### config.mk
export PLATFORM = sky130hd
export DESIGN_NAME = shm_doorbell_regs
export DESIGN_NICKNAME = d
export VERILOG_FILES = /design/src/rtl/shm_db_pkg.sv /design/src/rtl/shm_bell_gate.sv /design/src/rtl/shm_evt_route.sv /design/src/rtl/shm_doorbell_regs.sv
export SDC_FILE = /design/constraint.sdc
export NUM_CORES = 1
export LEC_CHECK = 0
export CORE_MARGIN = 1.5
export CORE_UTILIZATION = 60
export CTS_CLUSTER_SIZE = 30
export DETAILED_ROUTE_END_ITERATION = 8
export DONT_BUFFER_PORTS = 1
export HOLD_SLACK_MARGIN = 0.06
export PLACE_DENSITY = 0.77
export SETUP_SLACK_MARGIN = 0.2
export SLEW_MARGIN = 20
export SYNTH_ARGS = -nofsm -noshare
export SYNTH_HDL_FRONTEND = slang
export SYNTH_SLANG_ARGS = --single-unit
### constraint.sdc
create_clock -name clk -period 4.5 [get_ports clk]
set_clock_uncertainty 0.1 [all_clocks]
set_input_delay 0.45 -clock clk [delete_from_list [all_inputs] [get_ports clk]]
set_output_delay 0.45 -clock clk [all_outputs]
set_load 0.005 [all_outputs]
### src/rtl/shm_db_pkg.sv
package shm_db_pkg;

  localparam int ADDR_W = 8;

  localparam logic [5:0] WORD_MASK = 6'd0;
  localparam logic [5:0] WORD_STAT = 6'd1;
  localparam logic [5:0] WORD_POS  = 6'd2;
  localparam logic [5:0] WORD_BELL = 6'd3;

  function automatic logic [15:0] bell_dest_of(input logic [31:0] d);
    return d[31:16];
  endfunction

  function automatic logic [7:0] bell_vec_of(input logic [31:0] d);
    return d[7:0];
  endfunction

  // Reads decode the full byte address; only aligned words are mapped.
  function automatic logic [31:0] read_mux(input logic [ADDR_W-1:0] a,
                                           input logic [31:0] mask_q,
                                           input logic [31:0] stat_q,
                                           input logic [15:0] pos);
    logic [31:0] r;
    r = '0;
    if (a == {WORD_MASK, 2'b00}) r = mask_q;
    else if (a == {WORD_STAT, 2'b00}) r = stat_q;
    else if (a == {WORD_POS, 2'b00}) r = {16'h0000, pos};
    return r;
  endfunction

endpackage

### src/rtl/shm_bell_gate.sv
module shm_bell_gate #(
  parameter int NPEERS = 4,
  parameter int CNT_W  = 8
) (
  input  logic                      bell_wr,
  input  logic [31:0]               wdata,
  input  logic [15:0]               peer_count,
  input  logic [NPEERS*CNT_W-1:0]   vec_cnt,
  output logic                      accept,
  output logic [15:0]               dest,
  output logic [7:0]                vec
);
  import shm_db_pkg::*;

  localparam int IDX_W = (NPEERS > 1) ? $clog2(NPEERS) : 1;

  logic [CNT_W-1:0] cnt_arr [NPEERS];
  logic             dest_ok;
  logic [CNT_W-1:0] sel_cnt;

  for (genvar p = 0; p < NPEERS; p++) begin : g_peer
    assign cnt_arr[p] = vec_cnt[p*CNT_W +: CNT_W];
  end

  always_comb begin
    dest    = bell_dest_of(wdata);
    vec     = bell_vec_of(wdata);
    dest_ok = (32'(dest) < 32'(peer_count)) && (32'(dest) < 32'(NPEERS));
    sel_cnt = dest_ok ? cnt_arr[dest[IDX_W-1:0]] : '0;
    accept  = bell_wr && dest_ok && (32'(vec) < 32'(sel_cnt));
  end

endmodule

### src/rtl/shm_evt_route.sv
module shm_evt_route #(
  parameter int NVEC = 4
) (
  input  logic            clk,
  input  logic            rst_n,
  input  logic            msi_mode,
  input  logic            msix_en,
  input  logic [NVEC-1:0] vec_mask,
  input  logic [NVEC-1:0] evt,
  output logic            leg_hit,
  output logic [NVEC-1:0] notify,
  output logic [NVEC-1:0] pend
);

  logic [NVEC-1:0] ntf_d, pnd_d;

  assign leg_hit = !msi_mode && (|evt);

  for (genvar v = 0; v < NVEC; v++) begin : g_vec
    assign ntf_d[v] = msi_mode & msix_en & evt[v] & ~vec_mask[v];
    assign pnd_d[v] = msi_mode & msix_en & evt[v] &  vec_mask[v];
  end

  always_ff @(posedge clk or negedge rst_n) begin
    if (!rst_n) begin
      notify <= '0;
      pend   <= '0;
    end else begin
      notify <= ntf_d;
      pend   <= pnd_d;
    end
  end

  AST_NTF_PND_EXCL: assert property (@(posedge clk) disable iff (!rst_n)
    (notify & pend) == '0);
  AST_MSI_GATED: assert property (@(posedge clk) disable iff (!rst_n)
    ((|notify) || (|pend)) |-> $past(msi_mode && msix_en));

endmodule

### src/rtl/shm_doorbell_regs.sv
module shm_doorbell_regs
  import shm_db_pkg::*;
#(
  parameter int NPEERS = 4,
  parameter int NVEC   = 4,
  parameter int CNT_W  = 8
) (
  input  logic                     clk,
  input  logic                     rst_n,
  input  logic                     req_valid,
  input  logic                     req_write,
  input  logic [ADDR_W-1:0]        req_addr,
  input  logic [31:0]              req_wdata,
  output logic                     rd_valid,
  output logic [31:0]              rd_data,
  input  logic [15:0]              own_pos,
  input  logic [15:0]              peer_count,
  input  logic [NPEERS*CNT_W-1:0]  peer_vec_cnt,
  input  logic                     msi_mode,
  input  logic                     msix_en,
  input  logic [NVEC-1:0]          vec_mask,
  input  logic [NVEC-1:0]          evt,
  output logic                     bell_valid,
  output logic [15:0]              bell_dest,
  output logic [7:0]               bell_vec,
  output logic [NVEC-1:0]          vec_notify,
  output logic [NVEC-1:0]          vec_pend_set,
  output logic                     irq_level
);

  logic [31:0] mask_q, stat_q, stat_d;
  logic        rd_req, wr_req, stat_rd;
  logic [5:0]  wr_word;
  logic        bell_ok, leg_hit;
  logic [15:0] gate_dest;
  logic [7:0]  gate_vec;

  assign rd_req  = req_valid && !req_write;
  assign wr_req  = req_valid &&  req_write;
  assign wr_word = req_addr[ADDR_W-1:2];
  assign stat_rd = rd_req && (req_addr == {WORD_STAT, 2'b00});

  shm_bell_gate #(.NPEERS(NPEERS), .CNT_W(CNT_W)) u_gate (
    .bell_wr    (wr_req && (wr_word == WORD_BELL)),
    .wdata      (req_wdata),
    .peer_count (peer_count),
    .vec_cnt    (peer_vec_cnt),
    .accept     (bell_ok),
    .dest       (gate_dest),
    .vec        (gate_vec)
  );

  shm_evt_route #(.NVEC(NVEC)) u_route (
    .clk      (clk),
    .rst_n    (rst_n),
    .msi_mode (msi_mode),
    .msix_en  (msix_en),
    .vec_mask (vec_mask),
    .evt      (evt),
    .leg_hit  (leg_hit),
    .notify   (vec_notify),
    .pend     (vec_pend_set)
  );

  // Status priority: local event > read-clear > bus write > hold.
  always_comb begin
    stat_d = stat_q;
    if (wr_req && (wr_word == WORD_STAT)) stat_d = req_wdata;
    if (stat_rd)                          stat_d = '0;
    if (leg_hit)                          stat_d = 32'd1;
  end

  always_ff @(posedge clk or negedge rst_n) begin
    if (!rst_n) begin
      mask_q     <= '0;
      stat_q     <= '0;
      rd_valid   <= 1'b0;
      rd_data    <= '0;
      bell_valid <= 1'b0;
      bell_dest  <= '0;
      bell_vec   <= '0;
    end else begin
      stat_q     <= stat_d;
      rd_valid   <= rd_req;
      bell_valid <= bell_ok;
      if (wr_req && (wr_word == WORD_MASK)) mask_q <= req_wdata;
      if (rd_req) rd_data <= read_mux(req_addr, mask_q, stat_q, own_pos);
      if (bell_ok) begin
        bell_dest <= gate_dest;
        bell_vec  <= gate_vec;
      end
    end
  end

  assign irq_level = |(stat_q & mask_q);

  AST_STAT_RD_CLEARS: assert property (@(posedge clk) disable iff (!rst_n)
    (stat_rd && !leg_hit) |=> (stat_q == 32'd0));
  AST_LEG_EVT_ONE: assert property (@(posedge clk) disable iff (!rst_n)
    leg_hit |=> (stat_q == 32'd1));
  AST_BELL_FROM_WRITE: assert property (@(posedge clk) disable iff (!rst_n)
    bell_valid |-> $past(wr_req && (wr_word == WORD_BELL)));
  AST_BELL_DEST_RANGE: assert property (@(posedge clk) disable iff (!rst_n)
    bell_valid |-> (32'(bell_dest) < 32'($past(peer_count))));

endmodule

==> results.toml, run 1 <==
[status]
status = "complete, no violations"

[grt]
grt_pass1_vias = 5032
gr-total-overflow = 0
antenna_found_initial = 0
grt_max_degree = 131
grt_pass1_wl_mm = 26.7
grt_usage_pct = 32.6

[critical_path]
cp.buffers_inverters = 1
arrival_ns = 3.73
critical_path_class = "input port to flop"
required_ns = 4.81
cp_max_fo = 24
slowest_stage = "a221oi_4"
cp_top_family = "compound AO/OA/AOI/OAI gates"
cp-end-kind = "flop"
startpoint_type = "input port"
cpPeakStageDelay_ns = 0.56
path_cells = "inv_1 -> ha_1 -> a21oi_1 -> o21ai_0 -> a221oi_4 -> nand3_1 -> ha_1 -> a21o_1 -> a21o_1 -> a2111oi_4 -> nand4_4 -> mux2_4"

[clock_tree]
clk_path_buf_depth = 2
cts.sinks = 130
postCtsSetupRepairBufs = 0
clock_latency_ns = 0.52
cts_tree = "done"
cts_root_buf = "clkbuf_8"
h-tree-depth = 4
cts_buffers = 17
clk_pin_slew_ns = 0.06

[route]
drt_wl_total_mm = 17.0
initialDrtViolationCount = 473
antenna_left = 0
wl_per_cell_um = 22.7
first_pass_iters = 8
route.detailed.drc = 0
num_vias = 4794
avgViaCountPerCell = 6.41

[floorplan]
core_um2 = 9860
die_h_um = 104
initial_core_util_pct = 62.3
num_rows = 36
dieArea_um2 = 10900
io-pin-count = 185
die_w_um = 104

[timing]
slew_headroom_pct = 42.8
worst_slew_pin_slew_ns = 0.857
layout_worst_path_cycle_share_pct = 75.9
setup_violations = 0
fin_crit_ns = 3.42
max_freq_mhz = 293
hold_violations = 0
grt_setup_unrepaired = "false"
tns_ns = 0
hold_slack_ns = 0.0570
slew_violations = 0

[placed_design]
hpwlAfterDp_mm = 11.3
gp_congestion = 0.867
placed_area_um2 = 6220
portBuffers = 0

[synth]
syn_nets = 694
ys_warn_count = 0
synthFlopType = "dfrtp_1"
synth.cell_area_um2 = 6140
synthCells = 554
synth_edf_count = 0
syn_avg_cell_area_um2 = 11.1
ys_seq_elements = 130
ys_seq_area_share_pct = 53.0
synth_cell_types = 44
synthArstFlopShare_pct = 100

[power]
fin_total_pwr_w = 0.00283
power_frac_clock_pct = 50.3
pwr_density_cell_nw_per_um2 = 381
intPower_w = 0.00220
p_sw_w = 0.000629
p_sw_share_pct = 22.2
p_leak_nw = 3.32
p_comb_share_pct = 6.4
sequentialPowerShare_pct = 43.2
peakVddDrop_v = 0.000310

[layout]
final_nets = 742
final_cell_mix = "dfrtp_1 (130), nand2_1 (104), dlygate4sd3_1 (56), a21oi_1 (37)"
post-route-cell-area_um2 = 7430
diodes = 0
num-fill-cells = 640
layout-drive-gt1-share_pct = 15.6
synthToLayoutAreaGrowth_pct = 21.0
final_common_cell = "dfrtp_1"

[worst_hold_path]
hp-class = "input port to flop"

[job]
maxCapViolations = 0
## Yosys cell counts (2+ instances only)
cell type / instances / area share [%]
mux2_4: 6 / 1.5
inv_1: 16 / 0.98
and3_1: 5 / 0.51
a221oi_1: 2 / 0.29
and4_1: 2 / 0.29
ha_1: 22 / 4.5
mux2_2: 34 / 6.2
nand2_1: 104 / 6.4
a21o_1: 3 / 0.37
mux2_1: 2 / 0.37
nand3_1: 12 / 0.98
o21ai_0: 34 / 2.8
clkbuf_1: 23 / 1.4
a22oi_1: 28 / 3.4
a222oi_1: 16 / 2.6
nor4_1: 4 / 0.41
nand4_1: 8 / 0.81
buf_2: 8 / 0.65
nor2_1: 9 / 0.55
nor3_1: 2 / 0.16
mux4_2: 8 / 2.9
and2_1: 15 / 1.5
nand2b_1: 4 / 0.41
a22o_1: 2 / 0.29
dfrtp_1: 130 / 53
a21oi_1: 37 / 3.0
## area by class of cell
class	count	area (um^2)	area share, %
Tap cell	133	166	2.24
Timing Repair Buffer	62	626	8.42
Multi-Input combinational cell	375	2710	36.5
Sequential cell	130	3250	43.8
Clock inverter	13	183	2.46
Clock buffer	19	432	5.81
Inverter	16	60.1	0.808
## state kept, by name, indices dropped and copies added (netlist names)
register,count
stat_q,32
bell_valid,1
mask_q,32
rd_valid,1
bell_dest,16
bell_vec,8
rd_data,32
u_route.notify,4
u_route.pend,4
## worst reg2reg max path, stage by stage, from the launching register on
cell	delay (ns)
dfrtp_1	0.40
a222oi_1	0.39
o21ai_0	0.15
## path summary, 6_finish.rpt
kind	startpoint	end	slack [ns]	cells past startpoint
worst min-delay path	own_pos[3]	rd_data[3]	0.06	2
min in group asynchronous	rst_n	mask_q[12]	0.40	2
worst max-delay path	peer_count[9]	bell_vec[6]	1.08	12
max in group asynchronous	rst_n	rd_data[5]	3.32	2
worst min register to register	rd_data[19]	rd_data[19]	0.40	2
worst max register to register	stat_q[0]	rd_data[0]	3.31	2
## power groups by stage
stage | sequential, W | clock, W | combinational (W)
finish | 0.00122 | 0.00142 | 0.000182
global placement | 0.00124 | 0 | 0.0000999
CTS | 0.00122 | 0.00143 | 0.000181
detailed placement | 0.00124 | 0 | 0.000107
floorplan | 0.00123 | 0 | 0.0000920
global route | 0.00123 | 0.00149 | 0.000201
## logic make-up after synthesis
family / synth area share, %
simple gates: 13.6
compound gates: 14.7
flops: 53.0
mux: 11.0
buf+inv: 3.28
fa+ha+maj: 4.48
## metrics by stage
step                util [%]  instances  setup WS (ns)
finish                  75.4        748           1.08
floorplan                  -        554          0.974
global route            75.4        748          0.868
detailed placement      63.1        659          0.549
global placement        63.1        659          0.693
CTS                     75.3        748           1.12
## routing by layer
metal / GRT usage, % / wire length (um)
met3: 10.7 / 1570
met1: 39.2 / 6370
met5: 0 / 0
met4: 12.7 / 431
met2: 54.6 / 8590
## timing repair
item	4_1_cts	5_1_grt
hold endpoints to repair	223	0
hold buffers	57	0
resized for setup	0	0
(Power assumes the default switching activity.)
==> run 2: changes to the inputs <==
Clock period 4.5 ns to 3.2 ns, I/O delays scaled along.
==> results.toml, run 2 (synthesized netlist as in run 1, its figures left out) <==
[timing]
worst_slew_pin_slew_ns = 0.809
worst_slack_ns = 0.453
fin_crit_ns = 2.75
slew_violations = 0
hold_slack_ns = -0.613
setup_violations = 0
grt_setup_unrepaired = "false"
layout_worst_path_cycle_share_pct = 85.9
tns_ns = 0
hold_violations = 130
slew_headroom_pct = 46.0
max_freq_mhz = 364

[critical_path]
arrival_ns = 3.06
cp_max_fo = 24
startpoint_type = "input port"
required_ns = 3.51
worstRegToRegCells = 2
critical_path_class = "input port to flop"
reg2reg_to = "rd_data[15]"
reg2reg_slack_ns = 1.93
reg2reg_from = "stat_q[15]"
cp-end-kind = "flop"

[floorplan]
die_w_um = 104
core_um2 = 9860
die_h_um = 104
dieArea_um2 = 10900
io-pin-count = 185
num_rows = 36
initial_core_util_pct = 62.3

[route]
first_pass_iters = 9
route.detailed.drc = 0
antenna_left = 0
avgViaCountPerCell = 6.48
initialDrtViolationCount = 590
num_vias = 4941
drt_wl_total_mm = 17.2
wl_per_cell_um = 22.6

[layout]
final_cell_mix = "dfrtp_1 (130), nand2_1 (104), dlygate4sd3_1 (64), a21oi_1 (35), mux2_2 (34)"
reg_top3 = "mask_q (32), rd_data (32), stat_q (32)"
seq_area_um2 = 3250
diodes = 0
final_nets = 757
synthToLayoutAreaGrowth_pct = 24.3
post-route-cell-area_um2 = 7630
fin_cells = 763
multi_input_area_um2 = 2810
layout-drive-gt1-share_pct = 18.6
final_common_cell = "dfrtp_1"
num-fill-cells = 601

[clock_tree]
h-tree-depth = 4
clk_path_buf_depth = 2
cts.sinks = 130
cts_tree = "done"
clk_pin_slew_ns = 0.06
postCtsSetupRepairBufs = 0
cts_buffers = 17
cts_root_buf = "clkbuf_8"
cts_resized = 0
cts_hold_buf = 64
clock_latency_ns = 0.53

[grt]
antenna_found_initial = 0
gr-total-overflow = 0
grt_pass1_wl_mm = 27.1
grt_usage_pct = 32.8
grt_pass1_vias = 5183
grt_max_degree = 131

[placed_design]
placed_area_um2 = 6410
gp_congestion = 0.855
hpwlAfterDp_mm = 11.5
dp.cells = 667
place_ws_ns = -0.0547
portBuffers = 0

[job]
maxCapViolations = 0

[power]
p_leak_nw = 3.37
pwr_density_cell_nw_per_um2 = 503
peakVddDrop_v = 0.000293

[status]
violations = "negative hold slack"
status = "complete, but fails checks"

[worst_hold_path]
hp-class = "input port to async pin"
## run 2: how the worst max path moves through the flow
stage	from	endpoint	slack (ns)	depth (start not counted)
6_report	peer_count[15]	bell_vec[6]	0.45	13
5_1_grt	peer_count[15]	bell_vec[5]	0.29	13
4_1_cts	peer_count[15]	bell_vec[5]	0.47	14
3_5_place_dp	peer_count[15]	bell_vec[6]	-0.05	14
3_3_place_gp	peer_count[15]	bell_vec[5]	0.03	13
2_1_floorplan	peer_count[9]	bell_dest[0]	0.02	13
## run 2: layout make-up
cell class	count	area share [%]
Clock buffer	23	6.25
Clock inverter	9	1.36
Inverter	16	0.951
Sequential cell	130	42.6
Multi-Input combinational cell	375	36.8
Timing Repair Buffer	77	9.84
Tap cell	133	2.18
## run 2: stage by stage
stage | total power, W | util (%)
2_1_floorplan | 0.00188 | -
3_3_place_gp | 0.00190 | 65.0
3_5_place_dp | 0.00192 | 65.0
4_1_cts | 0.00385 | 77.4
5_1_grt | 0.00395 | 77.4
6_report | 0.00384 | 77.4
## run 2: power breakdown
part,switching (W),internal (W)
Clock,0.000686,0.00119
Combinational,0.000112,0.000141
Sequential,0.0000335,0.00168
## run 2: worst max-delay path, stage by stage
cell       delay (ns)
inv_1            0.05
ha_4             0.16
nor4_1           0.17
nand4_1          0.20
a221oi_4         0.34
nand3_1          0.13
ha_1             0.33
a21o_1           0.18
a21o_1           0.17
a2111oi_4        0.36
nand4_4          0.14
buf_12           0.19
mux2_4           0.30
## run 2: metal layers
metal | up-vias | global-route usage, % | share of wire [%]
met5 | - | 0 | 0
met4 | 0 | 11.2 | 2.5
met3 | 52 | 10.8 | 9.2
met2 | 304 | 57.1 | 52
met1 | 2439 | 37.9 | 36
li1 | 2146 | - | -
